## src/rtl/dbg_avail_pkg.sv

```systemverilog
package dbg_avail_pkg;

  typedef enum logic [1:0] {
    HK_NONE    = 2'd0,
    HK_REGULAR = 2'd1,
    HK_GROUP   = 2'd2
  } halt_kind_e;

  localparam logic [6:0] ADDR_CTRL  = 7'h10;
  localparam logic [6:0] ADDR_STAT  = 7'h11;
  localparam logic [6:0] ADDR_AVAIL = 7'h1F;
  localparam logic [6:0] ADDR_GROUP = 7'h32;

  localparam int CTL_HALT_BIT   = 31;
  localparam int CTL_RESUME_BIT = 30;
  localparam int CTL_HRESET_BIT = 29;
  localparam int CTL_ACKHR_BIT  = 28;
  localparam int CTL_SEL_LSB    = 16;

  typedef struct packed {
    logic havereset;
    logic allresumeack;
    logic anyresumeack;
    logic allnonexist;
    logic anynonexist;
    logic allunavail;
    logic anyunavail;
    logic allrunning;
    logic anyrunning;
    logic allhalted;
    logic anyhalted;
  } status_t;

  localparam int STATUS_W = $bits(status_t);

endpackage

```

## src/rtl/dbg_hart_slot.sv

```systemverilog
module dbg_hart_slot
  import dbg_avail_pkg::*;
#(
  parameter int GROUP_W = 5
) (
  input  logic               clk,
  input  logic               rst_n,
  input  logic               ctl_wr_i,
  input  logic               haltreq_i,
  input  logic               resumereq_i,
  input  logic               hartreset_i,
  input  logic               ackhr_i,
  input  logic               grp_wr_i,
  input  logic [GROUP_W-1:0] grp_wdata_i,
  input  logic               avail_i,
  input  logic               halted_i,
  input  logic               grp_halt_i,
  output logic               halted_rise_o,
  output logic [GROUP_W-1:0] group_o,
  output logic               resumeack_o,
  output logic               havereset_o,
  output logic               halt_req_o,
  output logic               halt_grp_o,
  output logic               resume_o,
  output logic               reset_o
);

  halt_kind_e         kind_q, kind_d;
  logic               kind_en;
  logic [GROUP_W-1:0] group_q;
  logic               halted_q;
  logic               resumeack_q, resumeack_d;
  logic               havereset_q, havereset_d;
  logic               resume_q, resume_d;
  logic               reset_q, reset_d;
  logic               halted_fall;

  assign halted_rise_o = halted_i & ~halted_q;
  assign halted_fall   = ~halted_i & halted_q;

  always_comb begin
    kind_en = grp_halt_i | ctl_wr_i;
    kind_d  = kind_q;
    if (grp_halt_i) kind_d = HK_GROUP;
    // a register write to this hart overrides a same-cycle group request
    if (ctl_wr_i) kind_d = (haltreq_i && avail_i) ? HK_REGULAR : HK_NONE;
  end

  always_comb begin
    resume_d = ctl_wr_i & resumereq_i & avail_i;
    reset_d  = ctl_wr_i & hartreset_i & avail_i;
    if (resume_d)         resumeack_d = 1'b0;
    else if (halted_fall) resumeack_d = 1'b1;
    else                  resumeack_d = resumeack_q;
    if (reset_d)                   havereset_d = 1'b1;
    else if (ctl_wr_i && ackhr_i)  havereset_d = 1'b0;
    else                           havereset_d = havereset_q;
  end

  always_ff @(posedge clk or negedge rst_n) begin
    if (!rst_n) begin
      kind_q      <= HK_NONE;
      group_q     <= '0;
      halted_q    <= 1'b0;
      resumeack_q <= 1'b0;
      havereset_q <= 1'b1;
      resume_q    <= 1'b0;
      reset_q     <= 1'b0;
    end else begin
      if (kind_en)  kind_q  <= kind_d;
      if (grp_wr_i) group_q <= grp_wdata_i;
      halted_q    <= halted_i;
      resumeack_q <= resumeack_d;
      havereset_q <= havereset_d;
      resume_q    <= resume_d;
      reset_q     <= reset_d;
    end
  end

  assign group_o     = group_q;
  assign resumeack_o = resumeack_q;
  assign havereset_o = havereset_q;
  assign halt_req_o  = (kind_q != HK_NONE);
  assign halt_grp_o  = (kind_q == HK_GROUP);
  assign resume_o    = resume_q;
  assign reset_o     = reset_q;


  resume_gate_chk: assert property (@(posedge clk) disable iff (!rst_n)
    resume_o |-> $past(avail_i && ctl_wr_i && resumereq_i));


  reset_flag_chk: assert property (@(posedge clk) disable iff (!rst_n)
    reset_o |-> havereset_o);


  halt_gate_chk: assert property (@(posedge clk) disable iff (!rst_n)
    ($rose(halt_req_o) && !halt_grp_o) |-> $past(avail_i && haltreq_i && ctl_wr_i));


  grp_target_chk: assert property (@(posedge clk) disable iff (!rst_n)
    $rose(halt_grp_o) |-> $past(avail_i && !halted_i));

endmodule

```

## src/rtl/dbg_group_fanout.sv

```systemverilog
module dbg_group_fanout #(
  parameter int NUM_HARTS = 4,
  parameter int GROUP_W   = 5
) (
  input  logic [NUM_HARTS-1:0]              rise_i,
  input  logic [NUM_HARTS-1:0]              halted_i,
  input  logic [NUM_HARTS-1:0]              avail_i,
  input  logic [NUM_HARTS-1:0][GROUP_W-1:0] group_i,
  output logic [NUM_HARTS-1:0]              grp_halt_o
);

  for (genvar j = 0; j < NUM_HARTS; j++) begin : g_tgt
    logic hit;
    always_comb begin
      hit = 1'b0;
      for (int i = 0; i < NUM_HARTS; i++) begin
        if (i != j && rise_i[i] && (group_i[i] != '0) && (group_i[i] == group_i[j]))
          hit = 1'b1;
      end
      grp_halt_o[j] = hit & avail_i[j] & ~halted_i[j];
    end
  end

endmodule

```

## src/rtl/dbg_status_agg.sv

```systemverilog
module dbg_status_agg
  import dbg_avail_pkg::*;
#(
  parameter int NUM_HARTS = 4,
  parameter int SEL_W     = 4
) (
  input  logic                 clk,
  input  logic                 rst_n,
  input  logic [SEL_W-1:0]     sel_i,
  input  logic [NUM_HARTS-1:0] halted_i,
  input  logic [NUM_HARTS-1:0] avail_i,
  input  logic [NUM_HARTS-1:0] resumeack_i,
  input  logic [NUM_HARTS-1:0] havereset_i,
  output status_t              st_o
);

  localparam logic [SEL_W:0] HART_CNT = (SEL_W+1)'(NUM_HARTS);

  always_comb begin
    st_o              = '0;
    st_o.allhalted    = 1'b1;
    st_o.allrunning   = 1'b1;
    st_o.allunavail   = 1'b1;
    st_o.allnonexist  = 1'b1;
    st_o.allresumeack = 1'b1;
    for (int i = 0; i < NUM_HARTS; i++) begin
      if (sel_i == SEL_W'(i)) begin
        st_o.allnonexist = 1'b0;
        st_o.havereset   = havereset_i[i];
        if (resumeack_i[i]) st_o.anyresumeack = 1'b1;
        else                st_o.allresumeack = 1'b0;
        if (halted_i[i]) begin
          st_o.anyhalted  = 1'b1;
          st_o.allrunning = 1'b0;
          st_o.allunavail = 1'b0;
        end else if (!avail_i[i]) begin
          st_o.allrunning = 1'b0;
          st_o.allhalted  = 1'b0;
          st_o.anyunavail = 1'b1;
        end else begin
          st_o.anyrunning = 1'b1;
          st_o.allhalted  = 1'b0;
          st_o.allunavail = 1'b0;
        end
      end
    end
    st_o.anynonexist = ({1'b0, sel_i} >= HART_CNT);
  end


  one_category_chk: assert property (@(posedge clk) disable iff (!rst_n)
    $countones({st_o.anyhalted, st_o.anyrunning, st_o.anyunavail}) <= 1);


  nonexist_flags_chk: assert property (@(posedge clk) disable iff (!rst_n)
    st_o.anynonexist |-> (st_o.allunavail && !st_o.anyunavail && st_o.allhalted && st_o.allnonexist));

endmodule

```

## src/rtl/dbg_avail_ctrl.sv

```systemverilog
module dbg_avail_ctrl
  import dbg_avail_pkg::*;
#(
  parameter int NUM_HARTS = 4,
  parameter int AVAIL_W   = 2,
  parameter int SEL_W     = 4,
  parameter int GROUP_W   = 5,
  parameter int ADDR_W    = 7,
  parameter int DATA_W    = 32
) (
  input  logic                 clk,
  input  logic                 rst_n,
  input  logic                 reg_req_i,
  input  logic                 reg_we_i,
  input  logic [ADDR_W-1:0]    reg_addr_i,
  input  logic [DATA_W-1:0]    reg_wdata_i,
  output logic [DATA_W-1:0]    reg_rdata_o,
  output logic                 reg_rvalid_o,
  input  logic [NUM_HARTS-1:0] hart_halted_i,
  output logic [NUM_HARTS-1:0] halt_req_o,
  output logic [NUM_HARTS-1:0] halt_grp_o,
  output logic [NUM_HARTS-1:0] resume_o,
  output logic [NUM_HARTS-1:0] hart_reset_o
);

  localparam int STAT_PAD  = DATA_W - STATUS_W;
  localparam int AVAIL_PAD = DATA_W - AVAIL_W;
  localparam int GROUP_PAD = DATA_W - GROUP_W;

  // reset: asserted asynchronously, released on a clock edge
  logic rst_meta_q, rst_sync_q;
  always_ff @(posedge clk or negedge rst_n) begin
    if (!rst_n) begin
      rst_meta_q <= 1'b0;
      rst_sync_q <= 1'b0;
    end else begin
      rst_meta_q <= 1'b1;
      rst_sync_q <= rst_meta_q;
    end
  end
  logic rst_int_n;
  assign rst_int_n = rst_sync_q;

  // register port decode
  logic wr_en, rd_en, ctl_wr, avail_wr, grp_wr;
  logic [SEL_W-1:0] wr_sel;
  assign wr_en    = reg_req_i & reg_we_i;
  assign rd_en    = reg_req_i & ~reg_we_i;
  assign ctl_wr   = wr_en & (reg_addr_i == ADDR_W'(ADDR_CTRL));
  assign avail_wr = wr_en & (reg_addr_i == ADDR_W'(ADDR_AVAIL));
  assign grp_wr   = wr_en & (reg_addr_i == ADDR_W'(ADDR_GROUP));
  assign wr_sel   = reg_wdata_i[CTL_SEL_LSB +: SEL_W];

  logic [SEL_W-1:0]   sel_q;
  logic [AVAIL_W-1:0] avail_q;

  always_ff @(posedge clk or negedge rst_int_n) begin
    if (!rst_int_n) begin
      sel_q   <= '0;
      avail_q <= '1;
    end else begin
      if (ctl_wr)   sel_q   <= wr_sel;
      if (avail_wr) avail_q <= reg_wdata_i[AVAIL_W-1:0];
    end
  end

  // per-hart availability, harts beyond the register range stay available
  logic [NUM_HARTS-1:0] avail_vec;
  for (genvar i = 0; i < NUM_HARTS; i++) begin : g_avail
    if (i < AVAIL_W) begin : g_reg
      assign avail_vec[i] = avail_q[i];
    end else begin : g_fixed
      assign avail_vec[i] = 1'b1;
    end
  end

  logic [NUM_HARTS-1:0]              rise_vec, grp_halt_vec, resack_vec, havereset_vec;
  logic [NUM_HARTS-1:0][GROUP_W-1:0] group_vec;

  for (genvar i = 0; i < NUM_HARTS; i++) begin : g_hart
    logic ctl_hit, grp_hit;
    assign ctl_hit = ctl_wr & (wr_sel == SEL_W'(i));
    assign grp_hit = grp_wr & (sel_q == SEL_W'(i));
    dbg_hart_slot #(.GROUP_W(GROUP_W)) u_slot (
      .clk           (clk),
      .rst_n         (rst_int_n),
      .ctl_wr_i      (ctl_hit),
      .haltreq_i     (reg_wdata_i[CTL_HALT_BIT]),
      .resumereq_i   (reg_wdata_i[CTL_RESUME_BIT]),
      .hartreset_i   (reg_wdata_i[CTL_HRESET_BIT]),
      .ackhr_i       (reg_wdata_i[CTL_ACKHR_BIT]),
      .grp_wr_i      (grp_hit),
      .grp_wdata_i   (reg_wdata_i[GROUP_W-1:0]),
      .avail_i       (avail_vec[i]),
      .halted_i      (hart_halted_i[i]),
      .grp_halt_i    (grp_halt_vec[i]),
      .halted_rise_o (rise_vec[i]),
      .group_o       (group_vec[i]),
      .resumeack_o   (resack_vec[i]),
      .havereset_o   (havereset_vec[i]),
      .halt_req_o    (halt_req_o[i]),
      .halt_grp_o    (halt_grp_o[i]),
      .resume_o      (resume_o[i]),
      .reset_o       (hart_reset_o[i])
    );
  end

  dbg_group_fanout #(.NUM_HARTS(NUM_HARTS), .GROUP_W(GROUP_W)) u_fanout (
    .rise_i     (rise_vec),
    .halted_i   (hart_halted_i),
    .avail_i    (avail_vec),
    .group_i    (group_vec),
    .grp_halt_o (grp_halt_vec)
  );

  status_t st;
  dbg_status_agg #(.NUM_HARTS(NUM_HARTS), .SEL_W(SEL_W)) u_status (
    .clk         (clk),
    .rst_n       (rst_int_n),
    .sel_i       (sel_q),
    .halted_i    (hart_halted_i),
    .avail_i     (avail_vec),
    .resumeack_i (resack_vec),
    .havereset_i (havereset_vec),
    .st_o        (st)
  );

  // read path
  logic [GROUP_W-1:0] sel_group;
  logic [DATA_W-1:0]  rd_word;
  logic [DATA_W-1:0]  rdata_q;
  logic               rvalid_q;

  always_comb begin
    sel_group = '0;
    for (int i = 0; i < NUM_HARTS; i++) begin
      if (sel_q == SEL_W'(i)) sel_group = group_vec[i];
    end
  end

  always_comb begin
    rd_word = '0;
    if (reg_addr_i == ADDR_W'(ADDR_STAT))       rd_word = {{STAT_PAD{1'b0}}, st};
    else if (reg_addr_i == ADDR_W'(ADDR_AVAIL)) rd_word = {{AVAIL_PAD{1'b0}}, avail_q};
    else if (reg_addr_i == ADDR_W'(ADDR_GROUP)) rd_word = {{GROUP_PAD{1'b0}}, sel_group};
    else if (reg_addr_i == ADDR_W'(ADDR_CTRL))  rd_word[CTL_SEL_LSB +: SEL_W] = sel_q;
  end

  always_ff @(posedge clk or negedge rst_int_n) begin
    if (!rst_int_n) begin
      rdata_q  <= '0;
      rvalid_q <= 1'b0;
    end else begin
      rvalid_q <= rd_en;
      if (rd_en) rdata_q <= rd_word;
    end
  end

  assign reg_rdata_o  = rdata_q;
  assign reg_rvalid_o = rvalid_q;


  rvalid_source_chk: assert property (@(posedge clk) disable iff (!rst_int_n)
    reg_rvalid_o |-> $past(reg_req_i && !reg_we_i));


  avail_write_only_chk: assert property (@(posedge clk) disable iff (!rst_int_n)
    !$stable(avail_q) |-> $past(avail_wr));

endmodule

```

## config.mk

```make
export PLATFORM = sky130hd
export DESIGN_NAME = dbg_avail_ctrl
export DESIGN_NICKNAME = d
export VERILOG_FILES = /design/src/rtl/dbg_avail_pkg.sv /design/src/rtl/dbg_hart_slot.sv /design/src/rtl/dbg_group_fanout.sv /design/src/rtl/dbg_status_agg.sv /design/src/rtl/dbg_avail_ctrl.sv
export SDC_FILE = /design/constraint.sdc
export NUM_CORES = 1
export LEC_CHECK = 0
export ABC_AREA = 1
export BUFFER_PORTS_ARGS = -buffer_cell sky130_fd_sc_hd__buf_2
export CAP_MARGIN = 25
export CORE_MARGIN = 4
export CORE_UTILIZATION = 30
export DETAILED_ROUTE_END_ITERATION = 10
export GPL_TIMING_DRIVEN = 0
export PLACE_DENSITY = 0.5
export SLEW_MARGIN = 20
export SYNTH_ARGS = -nofsm -noshare
export SYNTH_HDL_FRONTEND = slang
export SYNTH_SLANG_ARGS = --single-unit
```

## constraint.sdc

```tcl
create_clock -name clk -period 3 [get_ports clk]
set_clock_uncertainty 0.2 [all_clocks]
set_input_delay 0.6 -clock clk [delete_from_list [all_inputs] [get_ports clk]]
set_output_delay 0.6 -clock clk [all_outputs]
set_load 0.05 [all_outputs]
```

**Yosys cells after proc, flatten, opt, wreduce, memory -nomap -nowiden**

Cells that the tools add are included.

- Order comparisons: 1
- Eq/ne operators: 26
- Multiplexer cells: 87
- Bitwise logic cells: 52
- Reductions and logical operators: 48

Operators with widths:

| kind | count |
|---|---|
| == test 5 bit | 12 |
| two-way mux 1 bit | 54 |
| two-way mux 20 bit | 2 |
| bitwise AND 1 bit | 39 |
| two-way mux 2 bit | 16 |
| nonzero test 2 bit | 16 |
| two-way mux 5 bit | 5 |
| two-way mux 4 bit | 6 |
| two-way mux 6 bit | 4 |
| logical AND 1 bit | 22 |
| == test 7 x 5 -> 1 bit (second input constant) | 3 |
| nonzero test 5 bit | 4 |
| == test 4 x 2 -> 1 bit (second input constant) | 4 |
| NOT 1 bit | 9 |
| == test 2 bit (second input constant) | 4 |
| == test 4 x 1 -> 1 bit (second input constant) | 2 |
| logical NOT 4 bit | 2 |
| AND reduction 2 bit | 4 |
| == test 7 x 6 -> 1 bit (second input constant) | 1 |
| greater-or-equal comparator 4 x 3 -> 1 bit (second input constant) | 1 |
| OR 1 bit | 4 |

- Flip-flop bits (word level): 89
- Input port bits: 47
- Output and inout port bits: 49
- Logic and storage cells: 248

**Depth between registers and ports, before layout**

Gate-level depths: netlist of the first run.

- Word-level depth: 13
- Mapped depth: 11
- Gate-level depth less buffers: 10

**Hierarchy**

Synthesis of the first run repeated with hierarchy kept, for this count alone.

- Cells, all modules: 628
- Area, all modules: 4463.0 µm²

By module, submodules not included:

| module | times used | cells an instance | area each (µm²) | seq. area each (µm²) |
|---|---|---|---|---|
| dbg_hart_slot | 4 | 52 | 471.7 | 301.5 |
| dbg_avail_ctrl | 1 | 206 | 1539.0 | 603.1 |
| dbg_group_fanout | 1 | 129 | 610.6 | 0.0 |
| dbg_status_agg | 1 | 85 | 426.7 | 0.0 |

**Least setup slack after synthesis of the first run**

No wires, ideal clock.

- Kind: in2reg
- From: input port reg_addr_i[6]
- To: register g_hart[1].u_slot.resumeack_q
- Arrival time: 1523 ps
- Path slack: 1158 ps
- Stages: 10
- Buffers on the path: 0
- Cells stage by stage: inv_1 nand2_1 nor2_2 inv_2 nor3_4 nand3_2 nor2_4 inv_2 nor2_4 nor2_1

- Cells in the longest elaborated chain, start to end: 6
- Elaborated cells between the ends (all ways): 7

RTL lines:

| item | RTL line | RTL |
|---|---|---|
| start: declaration | dbg_avail_ctrl.sv:15 | `input logic [ADDR_W-1:0] reg_addr_i,` |
| == test 7 x 5 -> 1 bit * | dbg_avail_ctrl.sv:49 | `assign ctl_wr = wr_en & (reg_addr_i == ADDR_W'(ADDR_CTRL));` |
| bitwise AND 1 bit * | dbg_avail_ctrl.sv:49 |  |
| bitwise AND 1 bit * | dbg_avail_ctrl.sv:82 | `assign ctl_hit = ctl_wr & (wr_sel == SEL_W'(i));` |
| bitwise AND 1 bit * (2 in series) | dbg_hart_slot.sv:50 | `resume_d = ctl_wr_i & resumereq_i & avail_i;` |
| named net g_hart[1].u_slot.resume_d | dbg_hart_slot.sv:34 | `logic resume_q, resume_d;` |
| two-way mux 1 bit / nonzero test 2 bit (equally long branches) | n/a |  |
| end signal: assignment | dbg_hart_slot.sv:73 | `resumeack_q <= resumeack_d;` |
| end: declaration | dbg_hart_slot.sv:32 | `logic resumeack_q, resumeack_d;` |

The timed path passes the listed nets; every way through them passes the cells marked *.
A chain may end at the register's enable or synchronous reset.

**Worst setup path after layout of the first run**

- From: register g_hart[2].u_slot.kind_q[1]
- To: output port halt_req_o[2]

- Cells in the longest elaborated chain, start to end: 1

RTL lines:

| item | RTL line | RTL |
|---|---|---|
| start: declaration | dbg_hart_slot.sv:28 | `halt_kind_e kind_q, kind_d;` |
| start signal: assignment | dbg_hart_slot.sv:70 | `if (kind_en) kind_q <= kind_d;` |
| nonzero test 2 bit | dbg_hart_slot.sv:83 | `assign halt_req_o = (kind_q != HK_NONE);` |
| end: declaration | dbg_avail_ctrl.sv:20 | `output logic [NUM_HARTS-1:0] halt_req_o,` |

Every way passes these cells.

==> key figures, run 1 <==
Layout
  – Area Growth Syn to Fin: 21.4%
  – ANT cells: 0
  – Share of cells above drive strength 1: 23.4%
  – Nets: 675
  – Final instance area: 0.00500 mm^2

STA
  – Period utilization: 71.1%
  – Endpoints failing setup: 0
  – Sum Neg Setup Slack: 0 ns
  – Final Worst Setup Slack: 0.866 ns
  – Final Max Slew Viols: 0
  – Fmax: 0.469 GHz
  – Fin. Hold Viols: 0
  – RSZ-0062 raised after global routing: false
  – Minimum clock period: 2.13 ns

Placed design
  – Placed Area: 0.00472 mm^2
  – Port buffer count: 59
  – Pre-CTS setup slack: 0.776 ns
  – Post-DP HPWL: 9.03 mm
  – RD Place Congestion: 0.855

Pwr
  – Comb power frac: 8.7%
  – Pleak: 2.65 nW
  – Sw Ratio: 27.2%
  – Net Sw Power: 0.000596 W
  – Peak VDD IR: 0.253 mV
  – Reg power frac: 45.9%
  – Clock power frac: 45.4%
  – Pwr/cell area: 439 mW/mm^2
  – Internal power: 0.00160 W

Route
  – Vias/cell: 4.45
  – Vias: 3603
  – WL/cell: 14.3 um
  – Remaining DRCs: 0
  – Post-DRT Antenna Nets: 0
  – Drt total wl: 11.6 mm
  – Drt first-iter violations: 247
  – Number of iterations in the first detailed-routing pass: 4

Yosys
  – Sequential share of the synthesized area: 43.9%
  – Yosys top cell area share: 40.1%
  – Yosys reg bits: 72
  – Avg Synthesized Cell Area: 7.63 um^2
  – Yosys cell types: 32
  – Top cells by area, synth: dfrtp_1 (40%), nand2_1 (12%), o21ai_0 (6.4%), buf_4 (6.0%), inv_1 (5.9%)
  – Count leader, synth: nand2_1
  – Dominant synthesized flop cell: dfrtp_1
  – EDFF count, synth: 0
  – Area leader, netlist: dfrtp_1
  – Synth async-reset ratio: 100%
  – Syn. warnings: 0
  – Syn Std Cell Area: 0.00412 mm^2
  – Synth cell count leaders: nand2_1 (130), dfrtp_1 (66), inv_1 (65)
  – Post-synthesis instance total: 540

Die
  – Initial Util: 30.8%
  – Chip Width: 125 um
  – Boundary pin count: 96
  – Die height: 125 um
  – Core Footprint: 0.0133 mm^2
  – DIE AREA: 0.0157 mm^2
  – Site row count: 42

Critical path
  – Max incr delay on CP: 0.37 ns
  – Top delay family on crit path: flip-flops
  – CP Data Arrival Time: 1.33 ns
  – R2r setup slk: 0.91 ns
  – Crit path buffers/inverters: 2
  – Critical path peak fanout: 2
  – CP endpoint kind: primary output
  – Required time of the critical path: 2.20 ns
  – Setup Crit Path Kind: register to primary output
  – Critical Path, Cell by Cell: or2_2 -> buf_4 -> buf_2
  – Slowest cell on crit path: dfrtp_1
  – Critical Path Start Type: register

Clock network
  – Clk sinks: 72
  – CTS max path bufs: 2
  – Clock-pin slew on the worst setup and hold paths: 0.06 ns
  – Resized cells post-CTS: 0
  – Setup bufs post-CTS: 0
  – CTS root buffer: clkbuf_16
  – Depth of the CTS H-tree: 3
  – CTS tree: yes
  – Worst skew pair latency: 0.34 ns
  – CTS buffer count: 9

Global route
  – Global-route usage over all layers: 15.1%
  – Largest net degree at the start of global routing: 45
  – First-pass GRT wire length: 18.5 mm
  – Congestion Overflow GR: 0
  – Number of global-route vias before repair: 3474
  – Initial antenna violation count: 0

Job
  – Max Cap Viol: 0

Status
  – Status: finished, final reports clean

Worst hold path
  – Hold Crit Class: register to async pin
-- final timing paths --
kind / start / to / cells past startpoint
worst max-delay path: g_hart[2].u_slot.kind_q[1]$_DFFE_PN0P_ / halt_req_o[2] / 3
worst min-delay path: rst_int_n$_DFF_PN0_ / g_hart[3].u_slot.kind_q[0]$_DFFE_PN0P_ / 0
worst max register to register: sel_q[3]$_DFFE_PN0P_ / reg_rdata_o[3]$_DFFE_PN0P_ / 9
worst min register to register: rst_int_n$_DFF_PN0_ / g_hart[3].u_slot.kind_q[0]$_DFFE_PN0P_ / 0
max in group asynchronous: rst_int_n$_DFF_PN0_ / avail_q[0]$_DFFE_PN1P_ / 1
min in group clk: rst_meta_q$_DFF_PN0_ / rst_int_n$_DFF_PN0_ / 0
-- cell type report --
type                    count  area [um^2]
plain buffers              49          317
clock buffers               9          225
clock inverters             7         46.3
fillers                  1449         8350
inverters                  67          251
multi-input cells         368         1800
flip-flops and latches     72         1810
well taps                 176          220
repair buffers             61          325
-- worst reg2reg max path: stages, from the launching register on --
cell and delay (ns):
dfrtp_1 0.40, inv_1 0.12, nand2_1 0.07, nor2_1 0.15
nand2_1 0.27, o21ai_0 0.40, nand3b_1 0.18, nand2_1 0.08
nand2_1 0.06, nand2_1 0.04
-- kinds of logic after synthesis --
group	after synthesis	synth area share (%)
AND/OR/NAND/NOR	250	27.5
buffers and inverters	116	13.8
AO/OA/AOI/OAI	80	10.3
flip-flops	72	43.9
XOR/XNOR	20	4.25
other	2	0.182
-- power groups by stage --
stage	Combinational, W	Sequential (W)	Clock (W)
CTS	0.000192	0.00101	0.00102
finish	0.000192	0.00101	0.000995
detailed placement	0.000191	0.00103	0
floorplan	0.000116	0.00104	0
global route	0.000208	0.00101	0.00108
global placement	0.000174	0.00104	0
-- through the flow --
| step | power (W) | util (%) | hold WS (ns) | std cells |
|---|---|---|---|---|
| after floorplan | 0.00116 | - | 0.104 | 556 |
| after global placement | 0.00121 | 35.2 | 0.136 | 791 |
| after detailed placement | 0.00122 | 35.3 | 0.0607 | 792 |
| after CTS | 0.00222 | 37.4 | 0.0656 | 809 |
| after global routing | 0.00229 | 37.4 | 0.0919 | 809 |
| final | 0.00219 | 37.4 | 0.0470 | 809 |
-- cells in the final DEF, fill, tap and decap left out, types with 6 or more instances in the layout --
| cell type | synthesis | routed |
|---|---|---|
| nand2_1 | 130 | 130 |
| inv_1 | 65 | 65 |
| dfrtp_1 | 66 | 65 |
| buf_2 | 1 | 60 |
| nor2_1 | 54 | 54 |
| o21ai_0 | 53 | 53 |
| buf_4 | 33 | 33 |
| nand3_1 | 28 | 28 |
| conb_1 | 2 | 18 |
| clkbuf_1 | 14 | 14 |
| a21oi_1 | 13 | 13 |
| xor2_1 | 11 | 11 |
| xnor2_1 | 9 | 9 |
| clkbuf_16 | 0 | 9 |
| nand3_2 | 6 | 6 |
| nor2_2 | 6 | 6 |
| dfstp_2 | 6 | 6 |
-- registers in the layout (all words and copies together), names as in the netlist, 4 cells and up --
register and cells:
g_hart.u_slot.group_o 20, g_hart.u_slot.halted_q 4, g_hart.u_slot.havereset_o 4, g_hart.u_slot.kind_q 8, g_hart.u_slot.reset_o 4, g_hart.u_slot.resume_o 4, g_hart.u_slot.resumeack_o 4, reg_rdata_o 15
sel_q 4
-- per-layer routing --
| layer | share of wire (%) | track usage, % | up-vias |
|---|---|---|---|
| met5 | 0 | 0 | - |
| met4 | 1.7 | 5.87 | 0 |
| met3 | 4.5 | 2.60 | 16 |
| met2 | 46 | 23.9 | 85 |
| met1 | 48 | 20.6 | 1679 |
| li1 | - | - | 1823 |
-- repair_timing --
action                                  4_1_cts  5_1_grt
endpoints found under the setup margin        0        0
hold buffers                                  1        0
hold endpoints to repair                      2        0
Power figures use the tool's default switching activity.
==> run 2, diff against run 1 <==
--- a/config.mk
+++ b/config.mk
@@ -12,7 +12,7 @@
 export CORE_UTILIZATION = 30
 export DETAILED_ROUTE_END_ITERATION = 10
 export GPL_TIMING_DRIVEN = 0
-export PLACE_DENSITY = 0.5
+export PLACE_DENSITY = 0.51
 export SLEW_MARGIN = 20
 export SYNTH_ARGS = -nofsm -noshare
 export SYNTH_HDL_FRONTEND = slang
==> constraint.sdc (replaced) <==
create_clock -name clk -period 1.7 [get_ports clk]
set_clock_uncertainty 0.2 [all_clocks]
set_input_delay 0.34 -clock clk [delete_from_list [all_inputs] [get_ports clk]]
set_output_delay 0.34 -clock clk [all_outputs]
set_load 0.05 [all_outputs]
==> key figures, run 2 (same netlist as run 1, synthesis figures left out) <==
Status
  – Status: complete, but fails checks
  – Violated checks: negative setup slack

Layout
  – Commonest non-fill, non-tap cell in the layout: nand2_1
  – Nets: 673
  – Final Core Density: 40.3%
  – Max reg flops: 20
  – Sequential cell area: 0.00183 mm^2
  – Share of cells above drive strength 1: 32.2%
  – Multi-input logic area: 0.00195 mm^2
  – # fillers: 1408
  – Final instance area: 0.00538 mm^2
  – ANT cells: 0
  – Commonest non-fill, non-tap cells in the layout: nand2_1 (125), dfrtp_1 (52), inv_1 (51)
  – Area Growth Syn to Fin: 30.7%

Route
  – WL/cell: 14.3 um
  – Remaining DRCs: 0
  – Vias: 3598
  – Drt first-iter violations: 191
  – Vias/cell: 4.46
  – Number of iterations in the first detailed-routing pass: 4
  – Drt total wl: 11.6 mm
  – Post-DRT Antenna Nets: 0

Die
  – Initial Util: 30.8%
  – Core Footprint: 0.0133 mm^2
  – Die height: 125 um
  – Chip Width: 125 um
  – Boundary pin count: 96
  – DIE AREA: 0.0157 mm^2
  – Site row count: 42

Job
  – Max Cap Viol: 0

Pwr
  – Peak VDD IR: 0.467 mV
  – Pleak: 2.81 nW
  – Pwr/cell area: 788 mW/mm^2

STA
  – Fin. Hold Viols: 0
  – Final Max Slew Viols: 0
  – RSZ-0062 raised after global routing: true
  – Period utilization: 100%
  – Minimum clock period: 1.70 ns
  – Final Worst Setup Slack: -0.00354 ns
  – Endpoints failing setup: 1
  – Fmax: 0.587 GHz
  – Sum Neg Setup Slack: -0.00354 ns

Critical path
  – Required time of the critical path: 1.73 ns
  – Critical path's most frequent cell: nand2_1
  – CP Data Arrival Time: 1.74 ns
  – Critical Path Start Type: register
  – Critical Path, Cell by Cell: nor2_4 -> buf_12 -> nand3_4 -> inv_6 -> o21ai_1 -> nand3b_1 -> nand2_1 -> nand2_1 -> nand2_1
  – CP endpoint kind: register
  – Critical path peak fanout: 8
  – Setup Crit Path Kind: register to register
  – Slowest cell on crit path: dfrtp_1
  – Max incr delay on CP: 0.41 ns

Global route
  – Global-route usage over all layers: 14.7%
  – Initial antenna violation count: 0
  – Number of global-route vias before repair: 3410
  – Congestion Overflow GR: 0
  – First-pass GRT wire length: 18.1 mm
  – Largest net degree at the start of global routing: 46

Clock network
  – CTS buffer count: 9
  – Depth of the CTS H-tree: 3
  – Clk sinks: 72
  – Clock-pin slew on the worst setup and hold paths: 0.06 ns
  – CTS root buffer: clkbuf_16
  – CTS max path bufs: 2
  – Worst skew pair latency: 0.34 ns
  – CTS tree: yes

Placed design
  – Post-DP HPWL: 8.89 mm
  – Port buffer count: 59
  – RD Place Congestion: 0.894
  – Placed Area: 0.00472 mm^2
  – Pre-CTS setup slack: -0.285 ns

Worst hold path
  – Hold Crit Class: input pin to register
run 2: area by class of cell:
cell class | count | share of cell area (%)
inverters | 67 | 4.86
clock inverters | 6 | 1.70
repair buffers | 78 | 10.5
flip-flops and latches | 72 | 34.0
clock buffers | 10 | 4.44
well taps | 176 | 4.09
multi-input cells | 368 | 36.2
plain buffers | 30 | 4.18
run 2: where the power goes:
| part | internal (W) | switching (W) | total (W) |
|---|---|---|---|
| clock network | 0.00133 | 0.000758 | 0.00209 |
| registers | 0.00175 | 0.0000320 | 0.00178 |
| logic | 0.000109 | 0.000264 | 0.000374 |
run 2: critical path, delay by kind of cell (launching register included):
kind	cells	cell delay (ns)
AOI/OAI and AO/OA	1	0.07
and+or+nand+nor	6	0.64
buffers and inverters	2	0.28
DFF	1	0.41
run 2: through the flow:
stage | total power [W] | std cells | hold slack (ns)
3_3_place_gp | 0.00214 | 791 | -0.0747
4_1_cts | 0.00429 | 802 | 0.0184
5_1_grt | 0.00442 | 807 | 0.0252
6_report | 0.00424 | 807 | 0.0260
2_1_floorplan | 0.00204 | 556 | -0.156
3_5_place_dp | 0.00215 | 792 | -0.0707
run 2: routing by layer:
metal  part of all wire, %  track usage [%]  routed length [um]
met5                     0                0                   0
met4                   1.7             4.66                 194
met3                   5.4             4.09                 628
met2                    46             22.8                5280
met1                    47             19.9                5470
run 2: worst paths after layout:
check	start	endpoint	slack, ns	depth (start not counted)
max	sel_q[2]$_DFFE_PN0P_	reg_rdata_o[3]$_DFFE_PN0P_	-0.004	9
min	reg_wdata_i[1]	avail_q[1]$_DFFE_PN1P_	0.03	3
max reg2reg	sel_q[2]$_DFFE_PN0P_	reg_rdata_o[3]$_DFFE_PN0P_	-0.004	9
min reg2reg	rst_int_n$_DFF_PN0_	g_hart[3].u_slot.kind_q[1]$_DFFE_PN0P_	0.05	0
max in group asynchronous	rst_int_n$_DFF_PN0_	g_hart[1].u_slot.havereset_o$_DFFE_PN1P_	0.65	1
min in group asynchronous	rst_int_n$_DFF_PN0_	g_hart[3].u_slot.kind_q[1]$_DFFE_PN0P_	0.05	0
run 2: repair_timing:
action,CTS,global route
resized for setup,48,57
hold buffers,5,0
setup buffers,6,7
setup endpoints to repair,45,42
endpoints found under the hold margin,6,0
pin swaps,5,9
==> run 3, diff against run 2 <==
--- a/config.mk
+++ b/config.mk
@@ -16,4 +16,5 @@
 export SLEW_MARGIN = 20
 export SYNTH_ARGS = -nofsm -noshare
 export SYNTH_HDL_FRONTEND = slang
+export SYNTH_HIERARCHICAL = 1
 export SYNTH_SLANG_ARGS = --single-unit
==> constraint.sdc (replaced) <==
create_clock -name clk -period 1.7 [get_ports clk]
set_clock_uncertainty 0.2 [all_clocks]
set_input_delay 0.085 -clock clk [delete_from_list [all_inputs] [get_ports clk]]
set_output_delay 0.085 -clock clk [all_outputs]
set_load 0.05 [all_outputs]
==> key figures, run 3 <==
Worst hold path
  – Hold Crit Depth: 4
  – Hold path start: reg_addr_i[0]
  – Hold Crit Class: input pin to register
  – Worst Hold End: reg_rdata_o[19]$_DFFE_PN0P_

Critical path
  – Required time of the critical path: 1.72 ns
  – Critical path peak fanout: 5
  – Reg2Reg Depth: 6
  – Worst r2r src: sel_q[3]$_DFFE_PN0P_
  – Slowest cell on crit path: dfrtp_2
  – Crit path buffers/inverters: 3
  – Top delay family on crit path: simple AND/OR/NAND/NOR gates
  – Critical Path, Cell by Cell: nor2_4 -> buf_6 -> inv_4 -> nor4_4 -> buf_4 -> o21ai_0
  – CP endpoint kind: register
  – Worst reg2reg path endpoint: g_hart[1].u_slot/group_o[4]$_DFFE_PN0P_
  – CP Data Arrival Time: 1.77 ns
  – Critical Path Start Type: register
  – WP depth: 6
  – Setup Crit Path Kind: register to register
  – R2r setup slk: -0.06 ns
  – Max incr delay on CP: 0.45 ns

Layout
  – Commonest non-fill, non-tap cells in the layout: nand2_1 (145), inv_1 (89), nand3_1 (75)
  – Area Growth Syn to Fin: 37.8%
  – Multi-input logic area: 0.00235 mm^2
  – Post-Layout Cell Count: 967
  – Final instance area: 0.00615 mm^2
  – Share of cells above drive strength 1: 30.5%
  – ANT cells: 0
  – Commonest non-fill, non-tap cell in the layout: nand2_1
  – Nets: 825
  – # fillers: 1514
  – Max reg flops: 20
  – Sequential cell area: 0.00184 mm^2

Yosys
  – Post-synthesis instance total: 628
  – Syn Std Cell Area: 0.00446 mm^2
  – Yosys cell types: 32
  – Sequential share of the synthesized area: 40.5%
  – Synth Area in Compound Gates: 5.78%
  – Adder-cell share of the synthesized area: 0%
  – Dominant synthesized flop cell: dfrtp_1
  – Top cells by area, synth: dfrtp_1 (37%), nand2_1 (13%), nand3_1 (9.0%), inv_1 (8.2%), nor2_1 (6.2%)
  – Synth async-reset ratio: 100%
  – Largest family of logic cells by synthesized area: simple AND/OR/NAND/NOR gates
  – Post-Synth XOR/XNOR Area: 3.92%
  – Synth Area in Simple Gates: 35.2%
  – Yosys reg bits: 72
  – EDFF count, synth: 0
  – Post-synthesis mux area share: 0.505%
  – Area leader, netlist: dfrtp_1
  – Count leader, synth: nand2_1
  – Synth cell count leaders: nand2_1 (154), inv_1 (98), nand3_1 (80)
  – Syn. warnings: 6
  – Yosys top cell area share: 37.0%
  – Avg Synthesized Cell Area: 7.11 um^2

Route
  – Post-DRT Antenna Nets: 0
  – Vias: 4418
  – Remaining DRCs: 0
  – Number of iterations in the first detailed-routing pass: 6
  – Drt total wl: 13.4 mm
  – Drt first-iter violations: 261
  – WL/cell: 13.8 um
  – Vias/cell: 4.57

Job
  – Max Cap Viol: 0

Die
  – Chip Width: 130 um
  – DIE AREA: 0.0169 mm^2
  – Boundary pin count: 96
  – Initial Util: 30.7%
  – Die height: 130 um
  – Core Footprint: 0.0145 mm^2
  – Site row count: 44

Clock network
  – Clock-pin slew on the worst setup and hold paths: 0.06 ns
  – Worst skew pair latency: 0.34 ns
  – CTS root buffer: clkbuf_16
  – CTS buffer count: 9
  – CTS tree: yes
  – CTS max path bufs: 2
  – Depth of the CTS H-tree: 3
  – Clk sinks: 72

STA
  – Fmax: 0.569 GHz
  – RSZ-0062 raised after global routing: true
  – Period utilization: 103%
  – Fin Hold WS: 0.0127 ns
  – Final Worst Setup Slack: -0.0575 ns
  – Fin. Hold Viols: 0
  – Sum Neg Setup Slack: -0.290 ns
  – Final Max Slew Viols: 0
  – Endpoints failing setup: 10
  – Minimum clock period: 1.76 ns

Placed design
  – RD Place Congestion: 0.863
  – Placed Area: 0.00512 mm^2
  – Placed cell count: 902
  – Post-DP HPWL: 9.46 mm
  – Pre-CTS setup slack: -0.530 ns
  – Port buffer count: 59

Pwr
  – Pwr/cell area: 753 mW/mm^2
  – Pleak: 3.33 nW
  – Peak VDD IR: 0.461 mV

Global route
  – Largest net degree at the start of global routing: 42
  – First-pass GRT wire length: 20.4 mm
  – Congestion Overflow GR: 0
  – Initial antenna violation count: 0
  – Number of global-route vias before repair: 4057
  – Global-route usage over all layers: 15.6%

Status
  – Status: complete, but fails checks
  – Violated checks: negative setup slack
==> run 3: cell count changes after synthesis, sizes merged, moves of 13 or more <==
cell / delta
nand3: +47
inv: +36
nand2: +22
nor2: +21
o21ai: -18
clkbuf: -13
==> run 3: metrics by stage <==
step	util, %	power [W]
6_report	42.3	0.00463
5_1_grt	42.3	0.00485
4_1_cts	39.9	0.00465
3_5_place_dp	35.3	0.00250
3_3_place_gp	35.1	0.00249
2_1_floorplan	-	0.00232
==> run 3: worst max-delay path by stage <==
stage / endpoint / startpoint / slack (ns)
detailed placement: g_hart[0].u_slot/resumeack_o$_DFFE_PN0P_ / reg_addr_i[3] / -0.53
floorplan: g_hart[0].u_slot/group_o[0]$_DFFE_PN0P_ / sel_q[3]$_DFFE_PN0P_ / 0.06
global placement: g_hart[0].u_slot/resumeack_o$_DFFE_PN0P_ / reg_addr_i[3] / -0.52
CTS: g_hart[0].u_slot/group_o[4]$_DFFE_PN0P_ / sel_q[2]$_DFFE_PN0P_ / -0.05
global route: g_hart[1].u_slot/group_o[1]$_DFFE_PN0P_ / sel_q[3]$_DFFE_PN0P_ / -0.12
finish: g_hart[1].u_slot/group_o[4]$_DFFE_PN0P_ / sel_q[3]$_DFFE_PN0P_ / -0.06
==> run 3: worst register-to-register path, cell delays in order, from the launching register on <==
cell and delay [ns]:
dfrtp_2 0.45, nor2_4 0.17, buf_6 0.13, inv_4 0.04, nor4_4 0.35, buf_4 0.21
o21ai_0 0.09
==> run 3: cell families (layout without fill, tap and decap cells) <==
group,Yosys count,in the layout
simple gates,351,351
buf+inv,134,259
flops,72,72
compound gates,47,47
xor+xnor,20,20
other cells,2,32
mux,2,2
==> run 3: metal layers <==
layer / vias up / routed length (um) / track usage (%)
met5: - / 0 / 0
met4: 0 / 145 / 5.44
met3: 10 / 791 / 3.72
met2: 131 / 6020 / 23.6
met1: 2057 / 6400 / 21.8
li1: 2220 / - / -
==> run 3: repair_timing <==
item	4_1_cts	5_1_grt
cloned	2	2
setup endpoints to repair	35	43
buffers inserted	6	17
endpoints found under the hold margin	66	0
hold buffers	22	0
pin swaps	8	19
resized for setup	39	79
==> run 3: where the power goes <==
group | total (W) | internal [W] | switching (W)
sequential | 0.00183 | 0.00176 | 0.0000664
clock | 0.00207 | 0.00129 | 0.000775
combinational | 0.000736 | 0.000228 | 0.000508
==> run 3: final cells by class <==
| class | count | area share, % |
|---|---|---|
| buffer | 31 | 4.29 |
| clock buffer | 10 | 3.72 |
| clock inverter | 6 | 1.51 |
| inverter | 103 | 6.39 |
| multi-input combinational | 452 | 38.2 |
| sequential | 72 | 29.9 |
| tap | 184 | 3.74 |
| timing repair buffer | 109 | 12.3 |
